===== src/rtl/xbr_pkg.sv =====
package xbr_pkg;

  typedef enum logic [2:0] {
    ST_IDLE,
    ST_ALO,
    ST_AHI,
    ST_TURN,
    ST_READ,
    ST_DONE
  } xbr_state_e;

  // Number of address bytes sent for a request.
  function automatic int unsigned xbr_addr_bytes(input logic wide, input int unsigned nb_max);
    return wide ? nb_max : nb_max - 1;
  endfunction

endpackage


===== src/rtl/xbr_addr_path.sv =====
module xbr_addr_path #(
  parameter int ADDR_W = 24,
  parameter int NB_MAX = ADDR_W / 8,
  parameter int IDX_W  = (NB_MAX > 1) ? $clog2(NB_MAX) : 1
) (
  input  logic              clk,
  input  logic              rst_n,
  input  logic              load,
  input  logic              wide,
  input  logic [ADDR_W-1:0] addr_in,
  input  logic              step,
  output logic [7:0]        byte_out,
  output logic              is_last
);
  import xbr_pkg::*;

  logic [ADDR_W-1:0] addr_q;
  logic [IDX_W-1:0]  idx_q;

  function automatic logic [7:0] pick_byte(input logic [ADDR_W-1:0] a, input logic [IDX_W-1:0] i);
    logic [ADDR_W-1:0] s;
    s = a >> (8 * i);
    return s[7:0];
  endfunction

  always_ff @(posedge clk or negedge rst_n) begin
    if (!rst_n) begin
      addr_q <= '0;
      idx_q  <= '0;
    end else if (load) begin
      addr_q <= addr_in;
      idx_q  <= IDX_W'(xbr_addr_bytes(wide, NB_MAX) - 1);
    end else if (step) begin
      idx_q  <= idx_q - 1'b1;
    end
  end

  assign byte_out = pick_byte(addr_q, idx_q);
  assign is_last  = (idx_q == '0);

endmodule


===== src/rtl/xbr_wait_timer.sv =====
module xbr_wait_timer #(
  parameter int WAIT_W = 4
) (
  input  logic              clk,
  input  logic              rst_n,
  input  logic              load,
  input  logic [WAIT_W-1:0] load_val,
  input  logic              dec,
  output logic              expired
);
  logic [WAIT_W-1:0] cnt_q;

  always_ff @(posedge clk or negedge rst_n) begin
    if (!rst_n)    cnt_q <= '0;
    else if (load) cnt_q <= load_val;
    else if (dec)  cnt_q <= cnt_q - 1'b1;
  end

  assign expired = (cnt_q == '0);

endmodule


===== src/rtl/xbus_rd_ctrl.sv =====
module xbus_rd_ctrl #(
  parameter int ADDR_W = 24,
  parameter int WAIT_W = 4
) (
  input  logic              clk,
  input  logic              rst_n,
  input  logic              req_valid,
  output logic              req_ready,
  input  logic [ADDR_W-1:0] req_addr,
  input  logic              req_wide,
  input  logic [WAIT_W-1:0] wait_cycles,
  output logic              rsp_valid,
  output logic [7:0]        rsp_data,
  output logic [7:0]        bus_out,
  output logic              bus_oe,
  input  logic [7:0]        bus_in,
  output logic              strobe_n,
  output logic              sel_n
);
  import xbr_pkg::*;

  localparam int NB_MAX = ADDR_W / 8;
  localparam int IDX_W  = (NB_MAX > 1) ? $clog2(NB_MAX) : 1;

  xbr_state_e state_q, state_d;
  logic [7:0] data_q;
  logic [7:0] cur_byte;
  logic       idx_last;
  logic       wait_done;

  // Named internal events
  logic accept;
  logic addr_step;
  logic addr_last;
  logic read_last;

  assign accept    = (state_q == ST_IDLE) && req_valid;
  assign addr_step = (state_q == ST_AHI) && !idx_last;
  assign addr_last = (state_q == ST_AHI) && idx_last;
  assign read_last = (state_q == ST_READ) && wait_done;

  xbr_addr_path #(
    .ADDR_W (ADDR_W),
    .NB_MAX (NB_MAX),
    .IDX_W  (IDX_W)
  ) u_addr (
    .clk      (clk),
    .rst_n    (rst_n),
    .load     (accept),
    .wide     (req_wide),
    .addr_in  (req_addr),
    .step     (addr_step),
    .byte_out (cur_byte),
    .is_last  (idx_last)
  );

  xbr_wait_timer #(
    .WAIT_W (WAIT_W)
  ) u_wait (
    .clk      (clk),
    .rst_n    (rst_n),
    .load     (accept),
    .load_val (wait_cycles),
    .dec      ((state_q == ST_READ) && !wait_done),
    .expired  (wait_done)
  );

  always_comb begin
    state_d = state_q;
    unique case (state_q)
      ST_IDLE: if (accept) state_d = ST_ALO;
      ST_ALO:  state_d = ST_AHI;
      ST_AHI:  state_d = addr_last ? ST_TURN : ST_ALO;
      ST_TURN: state_d = ST_READ;
      ST_READ: if (read_last) state_d = ST_DONE;
      ST_DONE: state_d = ST_IDLE;
      default: state_d = ST_IDLE;
    endcase
  end

  always_ff @(posedge clk or negedge rst_n) begin
    if (!rst_n) begin
      state_q <= ST_IDLE;
      data_q  <= '0;
    end else begin
      state_q <= state_d;
      if (read_last) data_q <= bus_in;
    end
  end

  assign req_ready = (state_q == ST_IDLE);
  assign bus_oe    = (state_q == ST_ALO) || (state_q == ST_AHI);
  assign bus_out   = cur_byte;
  assign strobe_n  = !((state_q == ST_ALO) || (state_q == ST_READ));
  assign sel_n     = (state_q != ST_READ);
  assign rsp_valid = (state_q == ST_DONE);
  assign rsp_data  = data_q;

endmodule


===== config.mk =====
export PLATFORM = sky130hd
export DESIGN_NAME = xbus_rd_ctrl
export DESIGN_NICKNAME = d
export VERILOG_FILES = /design/src/rtl/xbr_pkg.sv /design/src/rtl/xbr_addr_path.sv /design/src/rtl/xbr_wait_timer.sv /design/src/rtl/xbus_rd_ctrl.sv
export SDC_FILE = /design/constraint.sdc
export NUM_CORES = 1
export LEC_CHECK = 0
export ABC_AREA = 1
export ABC_CLOCK_PERIOD_IN_PS = 1800
export BUFFER_PORTS_ARGS = -buffer_cell sky130_fd_sc_hd__clkbuf_2
export CAP_MARGIN = 30
export CORE_ASPECT_RATIO = 2
export CORE_MARGIN = 2
export CORE_UTILIZATION = 53
export CTS_BUF_LIST = sky130_fd_sc_hd__clkbuf_2 sky130_fd_sc_hd__clkbuf_4 sky130_fd_sc_hd__clkbuf_8
export DETAILED_ROUTE_END_ITERATION = 10
export GPL_TIMING_DRIVEN = 1
export HOLD_SLACK_MARGIN = 0.03
export PLACE_DENSITY_LB_ADDON = 0.1
export SYNTH_ARGS = -nofsm -noshare
export SYNTH_HDL_FRONTEND = slang
export SYNTH_SLANG_ARGS = --single-unit

===== constraint.sdc =====
create_clock -name clk -period 1.8 [get_ports clk]
set_input_delay 0.36 -clock clk [delete_from_list [all_inputs] [get_ports clk]]
set_output_delay 0.36 -clock clk [all_outputs]
set_load 0.01 [all_outputs]

; Word level (Yosys, flattened, before mapping)
; Cells that the tools add are included.
[totals]
reg_bits = 41
in_bits = 40
output_inout_bits = 21
elab_cells = 42
[classes]
n_addsub = 3
n_eq_ne = 8
n_shift = 1
n_mux = 9
n_reduce_logical = 16
[op_table]
columns = cell, count
row1 = $shr 24x5->8, 1
row2 = $pmux 3 s5, 1
row3 = $mux 4, 2
row4 = $eq 3x2->1 const B, 2
row5 = $eq 3x3->1 const B, 2
row6 = $mux 2, 3
row7 = $mux 3, 2
row8 = $logic_and 1x1->1, 5
row9 = $logic_not 4->1, 1
row10 = $reduce_bool 2->1, 2
row11 = $sub 2x1->2 const B, 2
row12 = $sub 4x1->4 const B, 1
row13 = $eq 3x1->1 const B, 1
row14 = $logic_not 1->1, 3
row15 = $logic_not 3->1, 1
row16 = $ne 3x3->1 const B, 1
row17 = $logic_not 2->1, 1
row18 = $logic_or 1x1->1, 2
row19 = $ne 2x1->1 const B, 1
row20 = $ne 2x2->1 const B, 1
row21 = $reduce_and 2->1, 1
row22 = $mux 1, 1

; Logic depth before layout (Yosys ltp)
; Gate-level depths: netlist of the first run.
[logic_depth]
word_depth = 5
mapped_depth = 8
ltp_nobuf = 8

; Hierarchy
; Synthesis of the first run repeated with hierarchy kept, for this count alone.
[unflattened]
hier_cells = 255
hier_area_um2 = 1991.9
[by_module_without_submodules]
columns = module, n_inst, cells_per_inst, area_each_um2, seq_area_each_um2
row1 = xbr_addr_path, 1, 156, 1209.9, 650.6
row2 = xbus_rd_ctrl, 1, 66, 545.5, 275.3
row3 = xbr_wait_timer, 1, 33, 236.5, 100.1

; Worst setup path before layout of the first run
; OpenSTA, ideal clock, no wires.
[synth_timing]
path_kind = flip-flop to flip-flop
start = reg u_wait.cnt_q[0]
end = reg u_wait.cnt_q[0]
setup_ns = 0.121
t_arrival_ns = 1.175
required_ns = 1.679
path_slack_ns = 0.504
path_stages_with_launch = 8
path_buffers = 0
cell_sequence = dfrtp_1 > inv_1 > ha_1 > nand2_1 > nor2_4 > nor2_1 > a21oi_1 > nand2_1
[synth_between]
elab_chain_cells = 4
word_cells_on_any_way = 7
cone_classes = add/sub (1) / mux (2) / reduce/logical (4)
[synth_lines]
columns = item, line_no
row1 = "start, declared", xbr_wait_timer.sv:11  ; logic [WAIT_W-1:0] cnt_q;
row2 = "start signal, assigned", xbr_wait_timer.sv:15  ; else if (load) cnt_q <= load_val;
row3 = "start signal, assigned", xbr_wait_timer.sv:16  ; else if (dec) cnt_q <= cnt_q - 1'b1;
row4 = "parallel branches: the longest is 4 deep, another holds $sub 4x1->4", --
; Parallel ways; which one is timed is not known. The select of a mux whose other input is x is not followed.
; A chain may end at the register's enable or synchronous reset.

; Worst setup path after layout of the first run
[layout_timing]
start = reg u_addr.idx_q[0]
end = out bus_out[5]
[layout_between]
elab_chain_cells = 1
[layout_lines]
columns = item, line_no
row1 = "start, declared", xbr_addr_path.sv:18  ; logic [IDX_W-1:0] idx_q;
row2 = "start signal, assigned", xbr_addr_path.sv:32  ; idx_q <= IDX_W'(xbr_addr_bytes(wide, NB_MAX) - 1);
row3 = "start signal, assigned", xbr_addr_path.sv:34  ; idx_q <= idx_q - 1'b1;
row4 = $shr 24x5->8, xbr_addr_path.sv:22  ; s = a >> (8 * i);
row5 = "end, declared", xbus_rd_ctrl.sv:14  ; output logic [7:0] bus_out,
; Every way passes these cells.

==> reports/qor.yml, run 1 <==
postRouteWirelength_um: 4480
buffer_ports.inserted: 60
crit_family: "flip-flops"
tritoncts.num_buffers: 5
die_area_um2: 4270
gpl.final_weighted_congestion: 0.800
fin_setup_tns_ns: 0
worst_ep_required_time_ns: 1.44
critical_path_buf_inv_count: 1
critical_path.cell_chain: "nor2_4, nand2_1, nand3_1, clkbuf_2"
grt_max_degree: 42
fmaxAchievable_mhz: 591
post_synth_mux_area_share: 0
first_pass_grt_wire_length_um: 7470
buffer_type_at_the_clock_tree_root: "clkbuf_8"
post_cts_hold_buffer_count: 0
final_cell_count_no_fill: 376
post_synth_xor_area_fraction: 0
die-height_um: 90.5
synth_warnings: 0
ant_nets: 0
postSynthAreaPerCell_um2: 7.59
synthSimpleGateAreaFrac: 0.395
synth_compound_gate_area_share: 0.0164
initial_core_util: 0.549
element_type_at_the_critical_path_start: "flip-flop"
outcome: "complete, no violations"
cts.path.max_buffers: 2
dr.pass1.iters: 4
power_density_nw_per_um2: 1790
tightestPinTransition_ns: 0.522
rows: 31
rsz0062_at_grt: "no"
finalClockSkew_ns: 0.00691
avg_vias_per_cell: 4.80
core_region_area_um2: 3610
final_max_slew_viol_count: 0
detailedRoute.firstIterationViolations: 33
groute.usage.overall: 0.240
post-layout-total-power_mw: 4.38
drive_above_1_share: 0.263
n_antenna_cell: 0
post_synth_instance_area_um2: 1980
timing.setup.critical_path_class: "flip-flop to primary output"
synth-seq-area-share: 0.518
total_number_of_vias: 1804
netlist-cell-type-count: 21
maxSlewHeadroom: 0.652
dpl.cell_count: 368
leakagePower_nw: 1.41
synth_fa_ha_area_frac: 0.00631
post_drt_wl_per_cell_um: 11.9
max-vdd-ir-drop_uv: 1060
estimated_wirelength_of_the_detail_placed_design_um: 3400
syn-instance-count: 261
cts.clk_slew.worst_paths_ns: 0.07
arrival_ns: 1.33
grt_antenna_before_repair: 0
h-tree-depth: 2
period_minus_slack_ns: 1.69
area_growth_pct: 23.3
cts_tree: "done"
clk_latency_ns: 0.29
ys_seq_elements: 41
via_count_of_the_first_global_routing_pass: 1825
die_width_um: 47.2
hold_path.class: "input pin to async pin"
critical_path.endpoint_type: "primary output"
route.detailed.drc: 0
report.final.hold_viol_count: 0
critical_path.max_fanout: 9
final_net_count: 367
synth_fp_nets: 302
cp_slowest_stage_delay_ns: 0.46
globalRouteOverflowTotal: 0
synth_top_family_by_area: "simple AND/OR/NAND/NOR gates"
count_of_maximum_capacitance_violations: 0
boundaryPins: 61
final_setup_viols: 0
cts.sink_count: 41
cpMaxStageDelayCell: "dfrtp_2"
share_of_the_clock_period_used_by_the_worst_path: 0.941
## synthesized netlist by cell type
library cell | instances | area [um2]
nor3_1 | 2 | 10.0
ha_1 | 1 | 12.5
nand3_4 | 1 | 17.5
nor2_4 | 2 | 22.5
nor2_2 | 3 | 18.8
buf_2 | 1 | 5.00
inv_2 | 3 | 11.3
o31ai_1 | 1 | 7.51
nand2_1 | 143 | 537
inv_4 | 1 | 6.26
nor2_1 | 12 | 45.0
o21ai_1 | 3 | 15.0
buf_6 | 3 | 33.8
dfrtp_1 | 41 | 1030
buf_4 | 2 | 15.0
clkbuf_2 | 1 | 5.00
inv_1 | 14 | 52.6
nand2_4 | 1 | 11.3
a21oi_1 | 1 | 5.00
nand3_1 | 24 | 120
o21ai_0 | 1 | 5.00
## per-layer routing
metal | up-vias | global-route usage | share of wire
li1 | 926 | - | -
met1 | 812 | 0.237 | 0.36
met2 | 54 | 0.426 | 0.55
met3 | 12 | 0.0500 | 0.048
met4 | 0 | 0.123 | 0.034
met5 | - | 0 | 0
## placed cells by master (no fill, tap or decap), types with 3 or more instances in the layout
master,n
nand2_1,143
clkbuf_8,7
buf_4,5
dfrtp_1,39
nand3_1,24
clkbuf_2,60
nor2_4,5
inv_1,14
nor2_1,12
o21ai_1,3
## metrics by stage
| step | hold slack, ns | cell area (um2) | util | setup WS, ns |
|---|---|---|---|---|
| final | 0.122 | 2440 | 0.677 | 0.107 |
| after global routing | 0.170 | 2440 | 0.677 | 0.0110 |
| after CTS | 0.142 | 2430 | 0.675 | 0.0507 |
| after detailed placement | 0.457 | 2320 | 0.644 | 0.279 |
| after global placement | 0.453 | 2320 | 0.644 | 0.334 |
| after floorplan | 0.0644 | 1980 | - | 0.504 |
## where the power goes
part	switching [mW]	leakage, nW	internal (mW)
sequential	0.336	0.494	1.37
combinational	1.26	0.861	0.764
clock	0.308	0.0542	0.347
## logic make-up after synthesis
family | after synthesis
compound gates | 6
fa+ha+maj | 1
buf+inv | 25
flops | 41
simple gates | 188
## registers in the layout, summed over array words and instances (netlist names)
register and cells:
u_wait.cnt_q 4, state_q 3, rsp_data 8, u_addr.addr_q 24, u_addr.idx_q 2
## timing repair
item	in CTS	in global routing
hold endpoints to repair	0	0
gates resized for setup	2	4
pin swaps	0	1
setup endpoints to repair	6	8
buffers inserted	0	0
## worst register-to-register path, stage by stage (launching register included)
cell and delay, ns:
dfrtp_1 0.48, nor2_4 0.17, nand3_4 0.18, inv_4 0.27
nand2_1 0.12, o21ai_1 0.09, nor2_1 0.05
## final timing paths
path                       depth (start not counted)  slack [ns]            start          endpoint
setup / recovery                                   4        0.11  u_addr.idx_q[0]        bus_out[5]
hold / removal                                     2        0.12            rst_n       rsp_data[3]
setup reg to reg                                   6        0.33       state_q[0]   u_addr.idx_q[0]
hold reg to reg                                    2        0.47      rsp_data[5]       rsp_data[5]
max in group asynchronous                          2        1.29            rst_n   u_addr.idx_q[1]
min in group clk                                   3        0.25      req_addr[7]  u_addr.addr_q[7]
## layout make-up
class	count	area (um2)
tap	49	61.3
inverter	18	72.6
timing repair buffer	65	338
multi-input combinational	195	842
fill	341	1160
clock inverter	1	5.00
sequential	41	1030
clock buffer	7	96.3
Power figures use the tool's default switching activity.
==> inputs of run 2 (changes only) <==
Settings changed: CAP_MARGIN 30 to not set, CELL_PAD_IN_SITES_DETAIL_PLACEMENT set to 1, CELL_PAD_IN_SITES_GLOBAL_PLACEMENT set to 2, CORE_UTILIZATION 53 to 29.
==> reports/qor.yml, run 2 (synthesized netlist as in run 1, its figures left out) <==
outcome: "complete, no violations"
globalRouteOverflowTotal: 0
cts.clk_slew.worst_paths_ns: 0.07
hold_path.class: "input pin to flip-flop"
maxSlewHeadroom: 0.810
die-height_um: 121
final_core_util: 0.379
groute.usage.overall: 0.147
placedInstanceArea_um2: 2380
boundaryPins: 61
leading_cell_types_in_the_layout_fill_and_taps_excluded: "nand2_1 (143), clkbuf_2 (57), dfrtp_1 (39), nand3_1 (24), inv_1 (13)"
timing.setup.critical_path_class: "flip-flop to primary output"
die_width_um: 62.5
estimated_wirelength_of_the_detail_placed_design_um: 3920
whs_endpoint: "u_addr.addr_q[9]"
post-layout-total-power_mw: 4.40
share_of_the_clock_period_used_by_the_worst_path: 0.960
layout_setup_ws_ns: 0.0712
core_region_area_um2: 6620
layout.cells.most_common: "nand2_1"
report.final.hold_viol_count: 0
nFillCells: 888
final_setup_viols: 0
first_pass_grt_wire_length_um: 8730
route.detailed.drc: 0
via_count_of_the_first_global_routing_pass: 1944
total_number_of_vias: 1852
grt_antenna_before_repair: 0
n_antenna_cell: 0
setup_slack_after_placement_ns: 0.237
critical_path.endpoint_type: "primary output"
largest_register_ffs: 24
post_drt_wl_per_cell_um: 12.7
detailedRoute.firstIterationViolations: 14
h-tree-depth: 2
post-route-cell-area_um2: 2510
gpl.final_weighted_congestion: 0.789
dpl.cell_count: 406
cts_setup_buffers: 0
cts.path.max_buffers: 2
finalHoldWorstSlack_ns: 0.252
dr.pass1.iters: 4
holdCritStartpoint: "req_addr[9]"
worst_r2r_endpoint: "u_wait.cnt_q[0]"
cts.sink_count: 41
buffer_type_at_the_clock_tree_root: "clkbuf_8"
worst_hold_path.num_cells: 3
element_type_at_the_critical_path_start: "flip-flop"
tightestPinTransition_ns: 0.285
arrival_ns: 1.37
timing.reg2reg.setup_slack_ns: 0.31
postRouteWirelength_um: 5290
ant_nets: 0
count_of_maximum_capacitance_violations: 0
area_growth_pct: 26.6
cts_tree: "done"
buffer_ports.inserted: 60
final_cell_count_no_fill: 416
tritoncts.num_buffers: 5
regMostFlops: "u_addr.addr_q"
ff2ff_path_depth: 7
fmaxAchievable_mhz: 578
timing.rr.start: "u_wait.cnt_q[0]"
clk_latency_ns: 0.30
period_minus_slack_ns: 1.73
worst_ep_required_time_ns: 1.44
rows: 42
leakagePower_nw: 1.41
final_max_slew_viol_count: 0
final_net_count: 368
rsz0062_at_grt: "yes"
finalClockSkew_ns: 0.0109
avg_vias_per_cell: 4.45
critical_path.max_fanout: 9
drive_above_1_share: 0.268
max-vdd-ir-drop_uv: 627
power_density_nw_per_um2: 1750
grt_max_degree: 42
die_area_um2: 7550
initial_core_util: 0.299
fin_setup_tns_ns: 0
run 2: layout make-up:
cell class	count	area (um2)	area share
clock buffers	7	83.8	0.0334
flip-flops and latches	41	1030	0.410
inverters	18	75.1	0.0299
repair buffers	65	353	0.141
well taps	88	110	0.0439
clock inverters	1	7.51	0.00299
multi-input cells	196	851	0.339
run 2: worst max-delay path by stage:
stage | start | to | slack, ns | cells after the start
2_1_floorplan | u_wait.cnt_q[0] | u_wait.cnt_q[0] | 0.50 | 7
3_3_place_gp | u_addr.idx_q[1] | bus_out[0] | 0.27 | 5
3_5_place_dp | u_addr.idx_q[1] | bus_out[1] | 0.24 | 5
4_1_cts | u_addr.idx_q[1] | bus_out[1] | 0.01 | 5
5_1_grt | u_addr.idx_q[0] | bus_out[1] | -0.03 | 4
6_report | u_addr.idx_q[1] | bus_out[4] | 0.07 | 6
run 2: critical path, stage by stage, from the launching register on:
cell	delay [ns]
dfrtp_2	0.46
inv_4	0.11
nand2_1	0.09
inv_4	0.13
nand2_1	0.08
nand3_1	0.08
clkbuf_2	0.13
run 2: layer usage:
metal	wire length, um	GRT usage
met1	1900	0.149
met2	3080	0.288
met3	214	0.0250
met4	95	0.0583
met5	0	0
run 2: what timing repair did:
| action | CTS | global route |
|---|---|---|
| pin swaps | 0 | 2 |
| hold buffers | 1 | 0 |
| resized for setup | 2 | 10 |
| endpoints found under the hold margin | 11 | 0 |
| cloned | 0 | 1 |
| endpoints found under the setup margin | 8 | 10 |
run 2: where the power goes:
group          internal, mW  leakage [nW]  switching, mW
clock network         0.305        0.0453          0.318
registers              1.37         0.494          0.342
logic                 0.764         0.868           1.30
